[src/rtl/wadp_pkg.sv]
package wadp_pkg;

    typedef enum logic [1:0] {
        WADP_PASS,
        WADP_PACK,
        WADP_SPLIT
    } wadp_mode_e;

    function automatic wadp_mode_e pick_mode(input int a, input int b);
        if (a == b) return WADP_PASS;
        if (b > a) return WADP_PACK;
        return WADP_SPLIT;
    endfunction

    function automatic int ratio_of(input int a, input int b);
        return (a > b) ? (a / b) : (b / a);
    endfunction

    function automatic bit widths_ok(input int a, input int b);
        return (a >= b) ? ((a % b) == 0) : ((b % a) == 0);
    endfunction

endpackage

[src/rtl/wadp_pack.sv]
module wadp_pack #(
    parameter int  NARROW_W = 8,
    parameter int  RATIO    = 4,
    parameter bit  REVERSE  = 1'b0,
    parameter int  CNT_W    = 3,
    localparam int WIDE_W   = NARROW_W * RATIO,
    localparam int IDX_W    = (RATIO > 1) ? $clog2(RATIO) : 1
) (
    input  logic                clk,
    input  logic                rst,
    input  logic                in_valid,
    output logic                in_ready,
    input  logic [NARROW_W-1:0] in_data,
    input  logic                in_last,
    output logic                out_valid,
    input  logic                out_ready,
    output logic [WIDE_W-1:0]   out_data,
    output logic                out_last,
    output logic [CNT_W-1:0]    out_count
);

    typedef struct packed {
        logic [WIDE_W-1:0] acc;
        logic [IDX_W-1:0]  idx;
        logic              vld;
        logic [WIDE_W-1:0] word;
        logic              last;
        logic [CNT_W-1:0]  cnt;
    } pack_st_t;

    pack_st_t st_d, st_q;

    logic [IDX_W-1:0]  slot_sel;
    logic [WIDE_W-1:0] lane_put;
    logic              take;
    logic              at_end;

    assign slot_sel = REVERSE ? (IDX_W'(RATIO - 1) - st_q.idx) : st_q.idx;
    assign at_end   = (st_q.idx == IDX_W'(RATIO - 1));

    for (genvar g = 0; g < RATIO; g++) begin : g_lane
        assign lane_put[g*NARROW_W +: NARROW_W] =
            (slot_sel == IDX_W'(g)) ? in_data : '0;
    end

    assign in_ready = !st_q.vld || out_ready;
    assign take     = in_valid && in_ready;

    always_comb begin
        st_d = st_q;
        if (st_q.vld && out_ready) begin
            st_d.vld = 1'b0;
        end
        if (take) begin
            if (in_last || at_end) begin
                st_d.word = st_q.acc | lane_put;
                st_d.vld  = 1'b1;
                st_d.last = in_last;
                st_d.cnt  = CNT_W'(st_q.idx) + CNT_W'(1);
                st_d.acc  = '0;
                st_d.idx  = '0;
            end else begin
                st_d.acc = st_q.acc | lane_put;
                st_d.idx = st_q.idx + IDX_W'(1);
            end
        end
    end

    always_ff @(posedge clk) begin
        if (rst) begin
            st_q <= '0;
        end else begin
            st_q <= st_d;
        end
    end

    assign out_valid = st_q.vld;
    assign out_data  = st_q.word;
    assign out_last  = st_q.last;
    assign out_count = st_q.cnt;

endmodule

[src/rtl/wadp_split.sv]
module wadp_split #(
    parameter int  NARROW_W = 8,
    parameter int  RATIO    = 4,
    parameter bit  REVERSE  = 1'b0,
    localparam int WIDE_W   = NARROW_W * RATIO,
    localparam int IDX_W    = (RATIO > 1) ? $clog2(RATIO) : 1
) (
    input  logic                clk,
    input  logic                rst,
    input  logic                in_valid,
    output logic                in_ready,
    input  logic [WIDE_W-1:0]   in_data,
    input  logic                in_last,
    output logic                out_valid,
    input  logic                out_ready,
    output logic [NARROW_W-1:0] out_data,
    output logic                out_last
);

    typedef struct packed {
        logic [IDX_W-1:0] idx;
    } split_st_t;

    split_st_t st_d, st_q;

    logic [NARROW_W-1:0] lane [RATIO];
    logic [IDX_W-1:0]    slot_sel;
    logic                at_end;

    for (genvar g = 0; g < RATIO; g++) begin : g_lane
        assign lane[g] = in_data[g*NARROW_W +: NARROW_W];
    end

    assign slot_sel  = REVERSE ? (IDX_W'(RATIO - 1) - st_q.idx) : st_q.idx;
    assign at_end    = (st_q.idx == IDX_W'(RATIO - 1));

    assign out_valid = in_valid;
    assign out_data  = lane[slot_sel];
    assign out_last  = in_last && at_end;
    assign in_ready  = out_ready && at_end;

    always_comb begin
        st_d = st_q;
        if (in_valid && out_ready) begin
            st_d.idx = at_end ? '0 : (st_q.idx + IDX_W'(1));
        end
    end

    always_ff @(posedge clk) begin
        if (rst) begin
            st_q <= '0;
        end else begin
            st_q <= st_d;
        end
    end

endmodule

[src/rtl/width_adapter.sv]
module width_adapter
    import wadp_pkg::*;
#(
    parameter int  IN_W    = 8,
    parameter int  OUT_W   = 32,
    parameter bit  REVERSE = 1'b0,
    localparam int RATIO   = ratio_of(IN_W, OUT_W),
    localparam int CNT_W   = $clog2(RATIO + 1)
) (
    input  logic             clk,
    input  logic             rst,
    input  logic             in_valid,
    output logic             in_ready,
    input  logic [IN_W-1:0]  in_data,
    input  logic             in_last,
    output logic             out_valid,
    input  logic             out_ready,
    output logic [OUT_W-1:0] out_data,
    output logic             out_last,
    output logic [CNT_W-1:0] out_count
);

    localparam wadp_mode_e MODE = pick_mode(IN_W, OUT_W);

    if (!widths_ok(IN_W, OUT_W)) begin : g_bad
        $error("width_adapter: IN_W and OUT_W must divide one another");
    end else if (MODE == WADP_PACK) begin : g_pack
        wadp_pack #(
            .NARROW_W (IN_W),
            .RATIO    (RATIO),
            .REVERSE  (REVERSE),
            .CNT_W    (CNT_W)
        ) u_pack (
            .clk       (clk),
            .rst       (rst),
            .in_valid  (in_valid),
            .in_ready  (in_ready),
            .in_data   (in_data),
            .in_last   (in_last),
            .out_valid (out_valid),
            .out_ready (out_ready),
            .out_data  (out_data),
            .out_last  (out_last),
            .out_count (out_count)
        );
    end else if (MODE == WADP_SPLIT) begin : g_split
        wadp_split #(
            .NARROW_W (OUT_W),
            .RATIO    (RATIO),
            .REVERSE  (REVERSE)
        ) u_split (
            .clk       (clk),
            .rst       (rst),
            .in_valid  (in_valid),
            .in_ready  (in_ready),
            .in_data   (in_data),
            .in_last   (in_last),
            .out_valid (out_valid),
            .out_ready (out_ready),
            .out_data  (out_data),
            .out_last  (out_last)
        );
        assign out_count = CNT_W'(1);
    end else begin : g_pass
        assign out_valid = in_valid;
        assign in_ready  = out_ready;
        assign out_data  = in_data;
        assign out_last  = in_last;
        assign out_count = CNT_W'(1);
    end

endmodule

[config.mk]
export PLATFORM = sky130hd
export DESIGN_NAME = width_adapter
export DESIGN_NICKNAME = d
export VERILOG_FILES = /design/src/rtl/wadp_pkg.sv /design/src/rtl/wadp_pack.sv /design/src/rtl/wadp_split.sv /design/src/rtl/width_adapter.sv
export SDC_FILE = /design/constraint.sdc
export NUM_CORES = 1
export LEC_CHECK = 0
export BUFFER_PORTS_ARGS = -buffer_cell sky130_fd_sc_hd__buf_2
export CORE_MARGIN = 2
export CORE_UTILIZATION = 60
export CTS_CLUSTER_SIZE = 10
export DETAILED_ROUTE_END_ITERATION = 10
export PLACE_DENSITY = 0.84
export SLEW_MARGIN = 20
export SYNTH_ARGS = -nofsm -noshare
export SYNTH_HDL_FRONTEND = slang
export SYNTH_SLANG_ARGS = --single-unit
[constraint.sdc]
create_clock -name clk -period 3.7 [get_ports clk]
set_input_delay 0.185 -clock clk [delete_from_list [all_inputs] [get_ports clk]]
set_output_delay 0.185 -clock clk [all_outputs]
set_load 0.05 [all_outputs]
After elaboration in Yosys (flattened, before gate mapping)
Index checks and enable logic that the tools add are counted.

word-level totals
  register bits after elaboration = 71
  input bits = 13
  logic and storage cells = 27

operators by class
  $add $sub $neg = 2
  eq/ne operators = 3
  mux-type cells = 8
  bitwise gates (word level) = 1
  reduce and logical (&&, ||, !) cells = 7

operators with widths
  operator                                       number
  two-way mux 37 bit                             2
  two-way mux 34 bit                             1
  two-way mux 8 bit                              4
  bitwise OR 32 bit                              1
  == test 2 bit, second input constant           2
  adder 2 x 1 -> 3 bit, second input constant    1
  adder 2 x 1 -> 2 bit, second input constant    1
  == test 2 x 1 -> 1 bit, second input constant  1
  logical AND 1 bit                              2
  logical NOT 2 bit                              1
  logical OR 1 bit                               2
  AND reduction 2 bit                            1
  logical NOT 1 bit                              1
  two-way mux 1 bit                              1

Depth between registers and ports, before layout
Gate-level depths: netlist (run 1).

  word-level depth = 5
  mapped depth = 7
  gate-level depth less buffers = 5

Least setup slack after synthesis (run 1)
OpenSTA, ideal clock, no wires.

  kind = reg2reg
  from = reg g_pack.u_pack.st_q, in the netlist g_pack.u_pack.out_valid
  to = reg g_pack.u_pack.st_q[62] (netlist bit)
  arrival time = 1.501 ns
  data required time = 3.585 ns
  slack = 2.083 ns
  stages on the path, launching flop included = 7
  path buffers = 2
  clock period less this slack = 1.617 ns
  path through = dfxtp_1 -> nor2b_4 -> buf_6 -> inv_4 -> buf_2 -> a31oi_1 -> nor2_1

between the ends
  word-level cells in the longest chain between the ends = 3

ends and longest elaborated chain
  item                      RTL line             RTL
  start: declaration        wadp_pack.sv:31      pack_st_t st_d, st_q;
  start signal: assignment  wadp_pack.sv:73      st_q <= st_d;
  logical NOT 1 bit         wadp_pack.sv:46      assign in_ready = !st_q.vld || out_ready;
  logical OR 1 bit          wadp_pack.sv:46
  via in_ready              width_adapter.sv:13  output logic in_ready,
  logical AND 1 bit         wadp_pack.sv:47      assign take = in_valid && in_ready;

The timed path passes the listed nets, and every way through them passes these cells.
A chain may end at the register's enable or synchronous reset.

Worst setup path in the final report (run 1)
  from = reg g_pack.u_pack.st_q, in the netlist g_pack.u_pack.slot_sel[0]
  to = reg g_pack.u_pack.st_q, in the netlist g_pack.u_pack.out_data[7]

between the ends
  word-level cells in the longest chain between the ends = 3
  elaborated cells between the ends (all ways) = 6

ends and longest elaborated chain
  item                                                      RTL line
  logical NOT 2 bit or == test 2 bit (tied branches)        wadp_pack.sv:43, wadp_pack.sv:39
  two-way mux 8 bit or logical OR 1 bit (tied branches)     wadp_pack.sv:43, wadp_pack.sv:55
  bitwise OR 32 bit or AND reduction 2 bit (tied branches)  -

Several ways; a longest one is shown, not always the timed one.

==> reports/results.ini, run 1 <==
[final_layout]
area_growth_syn_to_layout_pct=0.6205
num-nets-final=353
design_area_um2=3246
antenna_cells=0
drive_gt1_share_pct=24.78
final_cell_mix=dfxtp_1, a31oi_1, buf_2, a21oi_1, nor2_1
final_common_cell=dfxtp_1

[worst_setup_path]
slowest_stage=nor3_4
path_class=flop to flop
max_stage_delay_ps=450
worstPathArrival_ps=2400
cp_top_family=simple AND/OR/NAND/NOR gates
rrSetupSlack_ps=1480
crit_path_end_kind=flop
critical_path_buf_inv_count=1
start_kind=flop
cp_max_fo=24
required_ps=3880
crit_chain=ha_1, nor2_1, nor3_4, buf_4, a211oi_1

[cts]
htreeDepth=3
post_cts_resized=0
path_clk_slew_ps=70
clk_path_buf_depth=2
cts_tree=done
cts_buffers=9
postCtsSetupRepairBufs=0
cts_sinks=71
insertion_delay_ps=350
root_buffer=clkbuf_8
hold_buffers=0

[power]
total_power_uw=1713
peakVddDrop_mv=0.2987
leakagePower_uw=0.001228
cellPowerDensity_nw_per_um2=527.9

[min_path]
hold_path.class=primary input to flop

[timing]
rsz0062_at_grt=false
worstMarginPinSlew_ps=884.4
period_minus_slack_ps=2217
relSlewSlack_pct=41.04
fmax_mhz=451.1
tns_ps=0
period_share_pct=59.92
finClkSkew_ps=7.794
finalMaxSlewViolations=0
hold_violations=0
final-setup-viol-count=0

[die]
initial_core_util_pct=62.76
die-area_um2=5978
coreArea_um2=5140
dieWidth_um=77.32
fp-row-count=26
die_h_um=77.32
pin_count=51

[grt]
grt-ovfl-total=0
grt_pass1_wl_um=11630
antenna_found_initial=0
grtUsageTotal_pct=24.61
grt_max_degree=73
grt_pass1_vias=2286

[route]
antenna_left=0
vias=2554
drt-vias-per-instance=6.244
drt-initial-drc-count=266
wl_per_cell_um=17.64
wl_um=7213
drt_pass1_iterations=6
drc_errors=0

[yosys]
yosys.area_share.simple_pct=7.215
yosys_warnings=0
muxShareOfSynthArea_pct=0
syn-num-nets=367
syn-cell-area_um2=3226
synth_cell_types=26
synth_seq_cells=71
synth_adder_area_share_pct=1.939
synth_top_family_by_area=compound AO/OA/AOI/OAI gates
seq_area_frac_synth_pct=44.07
synthXorXnorAreaFrac_pct=0
synth_compound_gate_area_share_pct=29.60
syn_area_per_cell_um2=9.242
synthCells=349

[place]
dpl.hpwl_um=4191
gp_congestion=0.7755
portBuffers=50
place_area_um2=3049

[outcome]
outcome=finished clean

[job]
max_cap_violations=0

cell type report:
type	count	area, um2
clock buffer	11	151.4
clock inverter	4	45.04
fill	458	1894
inverter	4	17.52
multi-input combinational	196	1250
sequential	71	1421
tap	70	87.58
timing repair buffer	53	272.8
per-layer routing:
metal	part of all wire (%)	up-vias	global-route usage, %	routed length [um]
met5	0	-	0	0
met4	2.1	0	9.821	151
met3	8.2	14	5.882	590
met2	46	131	36.09	3345
met1	43	1202	34.88	3124
li1	-	1207	-	-
where the power goes:
| group | switching (uW) | total, uW | internal, uW | leakage (uW) |
|---|---|---|---|---|
| Sequential | 17.6 | 816 | 799 | 0.000580 |
| Clock | 281 | 622 | 341 | 0.000105 |
| Combinational | 205 | 276 | 70.1 | 0.000544 |
| Total | 504 | 1710 | 1210 | 0.00123 |
worst min-delay path, stage by stage:
cell	delay [ps]
buf_2	130
nand3_1	70
a21oi_1	60
worst paths after layout:
kind	end	cells after the start	start
max	g_pack.u_pack.out_data[7]	5	g_pack.u_pack.slot_sel[0]
min reg2reg	g_pack.u_pack.st_q[67]	2	g_pack.u_pack.st_q[67]
min	g_pack.u_pack.out_last	3	in_last
max reg2reg	g_pack.u_pack.out_data[7]	5	g_pack.u_pack.slot_sel[0]
flip-flops by register name, summed over array words and instances, names as in the netlist:
| register | cells |
|---|---|
| g_pack.u_pack.out_valid | 1 |
| g_pack.u_pack.out_last | 1 |
| g_pack.u_pack.slot_sel | 2 |
| g_pack.u_pack.st_q | 32 |
| g_pack.u_pack.out_count | 3 |
| g_pack.u_pack.out_data | 32 |
cell families after synthesis:
group                    Yosys count
AO/OA/AOI/OAI                    142
adder cells (fa/ha/maj)            5
buffers and inverters             82
flip-flops                        71
AND/OR/NAND/NOR                   49
Yosys cell counts, drive strengths merged:
cell | number | share of area (%)
clkbuf | 6 | 0.70
nand3 | 2 | 0.31
nand2 | 1 | 0.12
a21oi | 38 | 5.9
o31ai | 2 | 0.47
a31o | 1 | 0.54
and2 | 4 | 0.78
ha | 5 | 1.9
o21ai | 3 | 0.47
or2 | 2 | 0.39
inv | 4 | 0.54
nand4 | 3 | 0.58
a31oi | 64 | 12
a211oi | 33 | 9.5
buf | 72 | 16
nor2 | 34 | 4.0
nor2b | 1 | 0.43
a41oi | 1 | 0.27
nor3 | 2 | 0.66
dfxtp | 71 | 44
per-stage QoR:
| stage | std cells | hold WS (ps) | util [%] | setup slack (ps) |
|---|---|---|---|---|
| floorplan | 349 | 332.7 | - | 2083 |
| global placement | 394 | 447.0 | 59.32 | 1673 |
| detailed placement | 394 | 454.5 | 59.32 | 1502 |
| CTS | 409 | 136.7 | 63.15 | 1489 |
| global route | 409 | 154.1 | 63.15 | 1336 |
| finish | 409 | 149.2 | 63.15 | 1483 |
No activity file was read; power rests on OpenSTA's default activity.
==> run 2, diff against run 1 <==
CORE_UTILIZATION = 51   (was 60)
PLACE_DENSITY = 0.76   (was 0.84)
clock period = 2 ns   (was 3.7 ns; I/O delays follow)
==> run 2 against run 1 <==
  * Cell area grew 2.5%
  * Clock skew grew 1.4 ps
  * Critical endpoint is now in_ready
  * Critical path depth shrank 1
  * Via count grew 0.59%
  * Highest routed layer unchanged
  * Die area grew 17%
==> reports/results.ini, run 2 (same netlist as run 1, synthesis figures left out) <==
[worst_setup_path]
rrSetupSlack_ps=430
r2r-start=g_pack.u_pack.slot_sel[0]
reg2reg_to=g_pack.u_pack.st_q[44]
required_ps=1900
cp_max_fo=39
start_kind=flop
endpoint=in_ready
path_class=flop to output port
r2r_cells=5
cp-startpoint=g_pack.u_pack.out_valid
worstPathArrival_ps=1670
crit_path_end_kind=output port

[grt]
grt_pass1_wl_um=11730
grt_max_degree=40
grt-ovfl-total=0
grt_pass1_vias=2347
grtUsageTotal_pct=20.89
antenna_found_initial=0

[outcome]
outcome=finished clean

[timing]
final-setup-viol-count=0
period_minus_slack_ps=1775
finClkSkew_ps=9.239
rsz0062_at_grt=false
hold_violations=0
period_share_pct=88.73
worstMarginPinSlew_ps=372.8
whs_ps=48.68
relSlewSlack_pct=75.15
tns_ps=0
finalMaxSlewViolations=0
fmax_mhz=563.5

[cts]
insertion_delay_ps=360
root_buffer=clkbuf_8
cts_sinks=71
clk_path_buf_depth=2
post_cts_resized=0
cts_buffers=9
hold_buffers=0
path_clk_slew_ps=80
htreeDepth=3
postCtsSetupRepairBufs=0
cts_tree=done

[final_layout]
final_cell_mix=dfxtp_1, a31oi_1, buf_2, a21oi_1, nor2_1
finish.utilization_pct=55.19
area_growth_syn_to_layout_pct=3.103
num-nets-final=361
final_common_cell=dfxtp_1
antenna_cells=0
drive_gt1_share_pct=26.72

[die]
initial_core_util_pct=53.53
fp-row-count=28
dieWidth_um=83.53
die-area_um2=6976
die_h_um=83.53
pin_count=51
coreArea_um2=6026

[place]
dpl.hpwl_um=4496
gp_congestion=0.8199
portBuffers=50

[route]
wl_per_cell_um=16.70
drc_errors=0
drt-vias-per-instance=6.073
antenna_left=0
drt-initial-drc-count=177
wl_um=7063
vias=2569
drt_pass1_iterations=4

[min_path]
whs_path_depth=3
hold_path.class=primary input to flop

[power]
cellPowerDensity_nw_per_um2=953.7
peakVddDrop_mv=0.4348
leakagePower_uw=0.001256

[job]
max_cap_violations=0

run 2: cell types whose count changed in the layout (fill, tap and decap cells not counted):
cell / delta
buf_12: +1
buf_4: +7
clkbuf_8: -2
clkinv_2: -2
clkinv_4: +1
clkinvlp_4: +4
run 2: how the worst min path moves through the flow:
stage                     startpoint                      to
after floorplan              in_last  g_pack.u_pack.out_last
after global placement       in_last  g_pack.u_pack.out_last
after detailed placement     in_last  g_pack.u_pack.out_last
after CTS                    in_last  g_pack.u_pack.out_last
after global routing         in_last  g_pack.u_pack.out_last
final                        in_last  g_pack.u_pack.out_last
run 2: area by class of cell:
type / count / area [um2]
fill: 543 / 2700
sequential: 71 / 1421
multi-input combinational: 196 / 1250
timing repair buffer: 61 / 345.3
clock buffer: 9 / 123.9
tap: 75 / 93.84
clock inverter: 7 / 73.82
inverter: 4 / 17.52
run 2: worst max-delay path: stages (launching register included):
cell	delay [ps]
dfxtp_1	310
nor2b_4	160
inv_4	280
buf_12	260
buf_2	290
run 2: report_power, final:
| part | internal (uW) | switching, uW | total [uW] |
|---|---|---|---|
| registers | 1480 | 32.8 | 1510 |
| logic | 140 | 378 | 519 |
| clock network | 574 | 569 | 1140 |
| total | 2190 | 980 | 3170 |
run 2: per-layer routing:
metal	vias to the layer above	track usage, %	part of all wire, %
li1	1225	-	-
met1	1248	28.85	46
met2	87	31.09	46
met3	9	5.836	6.7
met4	0	8.065	1.5
met5	-	0	0
run 2: stage by stage:
stage | instances | area [um2] | worst slack, ps | total power (uW)
3_5_place_dp | 407 | 3128 | 462.3 | 2059
3_3_place_gp | 407 | 3128 | 539.6 | 2050
2_1_floorplan | 349 | 3226 | 383.4 | 2021
4_1_cts | 423 | 3326 | 227.6 | 3179
6_report | 423 | 3326 | 225.4 | 3172
5_1_grt | 423 | 3326 | 176.2 | 3290
==> run 3, diff against run 2 <==
ABC_AREA = 1   (was unset)
CORE_UTILIZATION = 52   (was 51)
==> run 3 against run 2 <==
  * Combinational power increased by 8.1%
  * Non-clock buffer count shrank 2
  * Cell area rose by 18%
  * Core utilization increased by 2.4 points
  * Setup slack better by 270 ps
  * Critical endpoint is now g_pack.u_pack.st_q[49]
==> reports/results.ini, run 3 <==
[yosys]
seq_area_frac_synth_pct=38.86
synth_top_family_by_area=simple AND/OR/NAND/NOR gates
synth_top_area_cell=dfxtp_1
syn_area_per_cell_um2=6.508
synth_edf_count=0
synthTopCellsByCount=nand2_1, nor2_1, inv_1, dfxtp_1, buf_4
async_flop_share_pct=0
synth_cell_types=18
synthCells=562
syn-num-nets=580
syn-cell-area_um2=3657
muxShareOfSynthArea_pct=0
yosysMostFrequentCell=nand2_1
synth_adder_area_share_pct=1.711
synth_compound_gate_area_share_pct=0.6158
yosys.area_share.simple_pct=36.37
synthFlopType=dfxtp_1
yosysTopAreaCellShare_pct=38.86
synthTopCellsByArea=dfxtp_1, nand2_1, nor2_1
synthXorXnorAreaFrac_pct=0
synth_seq_cells=71
yosys_warnings=0

[die]
pin_count=51
dieWidth_um=87.87
die-area_um2=7720
die_h_um=87.87
coreArea_um2=6794
initial_core_util_pct=53.83
fp-row-count=30

[timing]
hold_violations=0
finClkSkew_ps=8.778
rsz0062_at_grt=false
finalMaxSlewViolations=0
whs_ps=58.48
relSlewSlack_pct=72.17
tns_ps=0
final-setup-viol-count=0
worstMarginPinSlew_ps=417.1
fmax_mhz=666.6
period_share_pct=75.01
period_minus_slack_ps=1500

[worst_setup_path]
max_stage_delay_ps=340
rrSetupSlack_ps=500
slowest_stage=dfxtp_1
worstPathArrival_ps=1730
worst_path_most_repeated_cell=nand2_1
required_ps=2230
path_class=flop to flop
crit_path_end_kind=flop
crit_chain=nand2_4, nand2_2, inv_2, nand2_1, nand2_1, buf_4, nor2_1
start_kind=flop
cp_max_fo=36
critical_path_buf_inv_count=2
cp_top_family=simple AND/OR/NAND/NOR gates

[place]
dpl.hpwl_um=4902
gp_congestion=0.8938
portBuffers=50

[grt]
grt_pass1_vias=2863
grtUsageMet2_pct=34.92
met1_usage_pct=25.32
grt_max_degree=44
grt_pass1_wl_um=12430
use_met3_pct=3.676
grtUsageTotal_pct=20.57
antenna_found_initial=0
grt_busiest_layer=met2
grt-ovfl-total=0

[cts]
insertion_delay_ps=340
postCtsSetupRepairBufs=0
cts_sinks=71
cts_buffers=9
path_clk_slew_ps=80
htreeDepth=3
cts_tree=done
clk_path_buf_depth=2
root_buffer=clkbuf_8

[final_layout]
final_common_cell=nand2_1
num-nets-final=590
drive_gt1_share_pct=13.86
antenna_cells=0
area_growth_syn_to_layout_pct=7.013
final_cell_mix=nand2_1, nor2_1, inv_1, dfxtp_1, buf_2

[outcome]
outcome=finished clean

[power]
cellPowerDensity_nw_per_um2=855.8
p_int_uw=2365
clockPowerShare_pct=38.2
p_seq_share_pct=45.0
sw_frac_of_total_pct=29.38
peakVddDrop_mv=0.4045
p_sw_uw=984.2
p_comb_share_pct=16.7
leakagePower_uw=0.002243

[route]
drc_errors=0
wl_per_cell_um=10.60
drt-vias-per-instance=4.467
drt_pass1_iterations=5
drt-initial-drc-count=160
antenna_left=0
vias=3006
wl_um=7136

[job]
max_cap_violations=0

[min_path]
hold_path.class=primary input to flop

run 3: power groups by stage:
stage	Clock (uW)	Combinational, uW	Sequential [uW]
6_report	1280	561	1510
3_5_place_dp	0	559	1540
4_1_cts	1310	564	1510
2_1_floorplan	0	499	1550
5_1_grt	1360	625	1520
3_3_place_gp	0	550	1540
run 3: kinds of logic after synthesis:
logic type	count (synthesis)
buffers and inverters	167
DFF	71
AOI/OAI and AO/OA	4
and+or+nand+nor	315
adders and majority gates	5
run 3: worst min-delay path: cells and delay by family:
kind | cells | cell delay (ps)
buf+inv | 1 | 110
simple gates | 2 | 160
run 3: what timing repair did:
action / in CTS / in global routing
endpoints found under the hold margin: 2 / 0
endpoints found under the setup margin: 0 / 0
resized for setup: 0 / 0
hold buffers: 1 / 0
run 3: final cells by class:
class,count,area (um2)
Timing Repair Buffer,59,332.8
Sequential cell,71,1421
Tap cell,96,120.1
Fill cell,653,2880
Inverter,107,401.6
Multi-Input combinational cell,324,1415
Clock inverter,5,81.33
Clock buffer,11,141.4
run 3: worst paths after layout:
path	cells past startpoint	from	to
worst min-delay path	3	in_last	g_pack.u_pack.out_last
worst max-delay path	7	g_pack.u_pack.out_valid	g_pack.u_pack.st_q[49]
worst min register to register	2	g_pack.u_pack.out_last	g_pack.u_pack.out_last
worst max register to register	7	g_pack.u_pack.out_valid	g_pack.u_pack.st_q[49]
run 3: metal layers:
layer  routed length, um  vias to the layer above
li1                    -                     1593
met1                3235                     1324
met2                3318                       70
met3                 398                       19
met4                 183                        0
met5                   0                        -
run 3: stage by stage:
step / cell area [um2] / std cells / total power [uW] / utilization [%] / worst slack [ps]
final: 3914 / 673 / 3349 / 57.61 / 499.8
after global routing: 3914 / 673 / 3503 / 57.61 / 376.8
after CTS: 3914 / 673 / 3379 / 57.61 / 519.0
after detailed placement: 3681 / 656 / 2101 / 54.18 / 537.7
after global placement: 3681 / 656 / 2089 / 54.18 / 601.4
after floorplan: 3657 / 562 / 2046 / - / 571.4
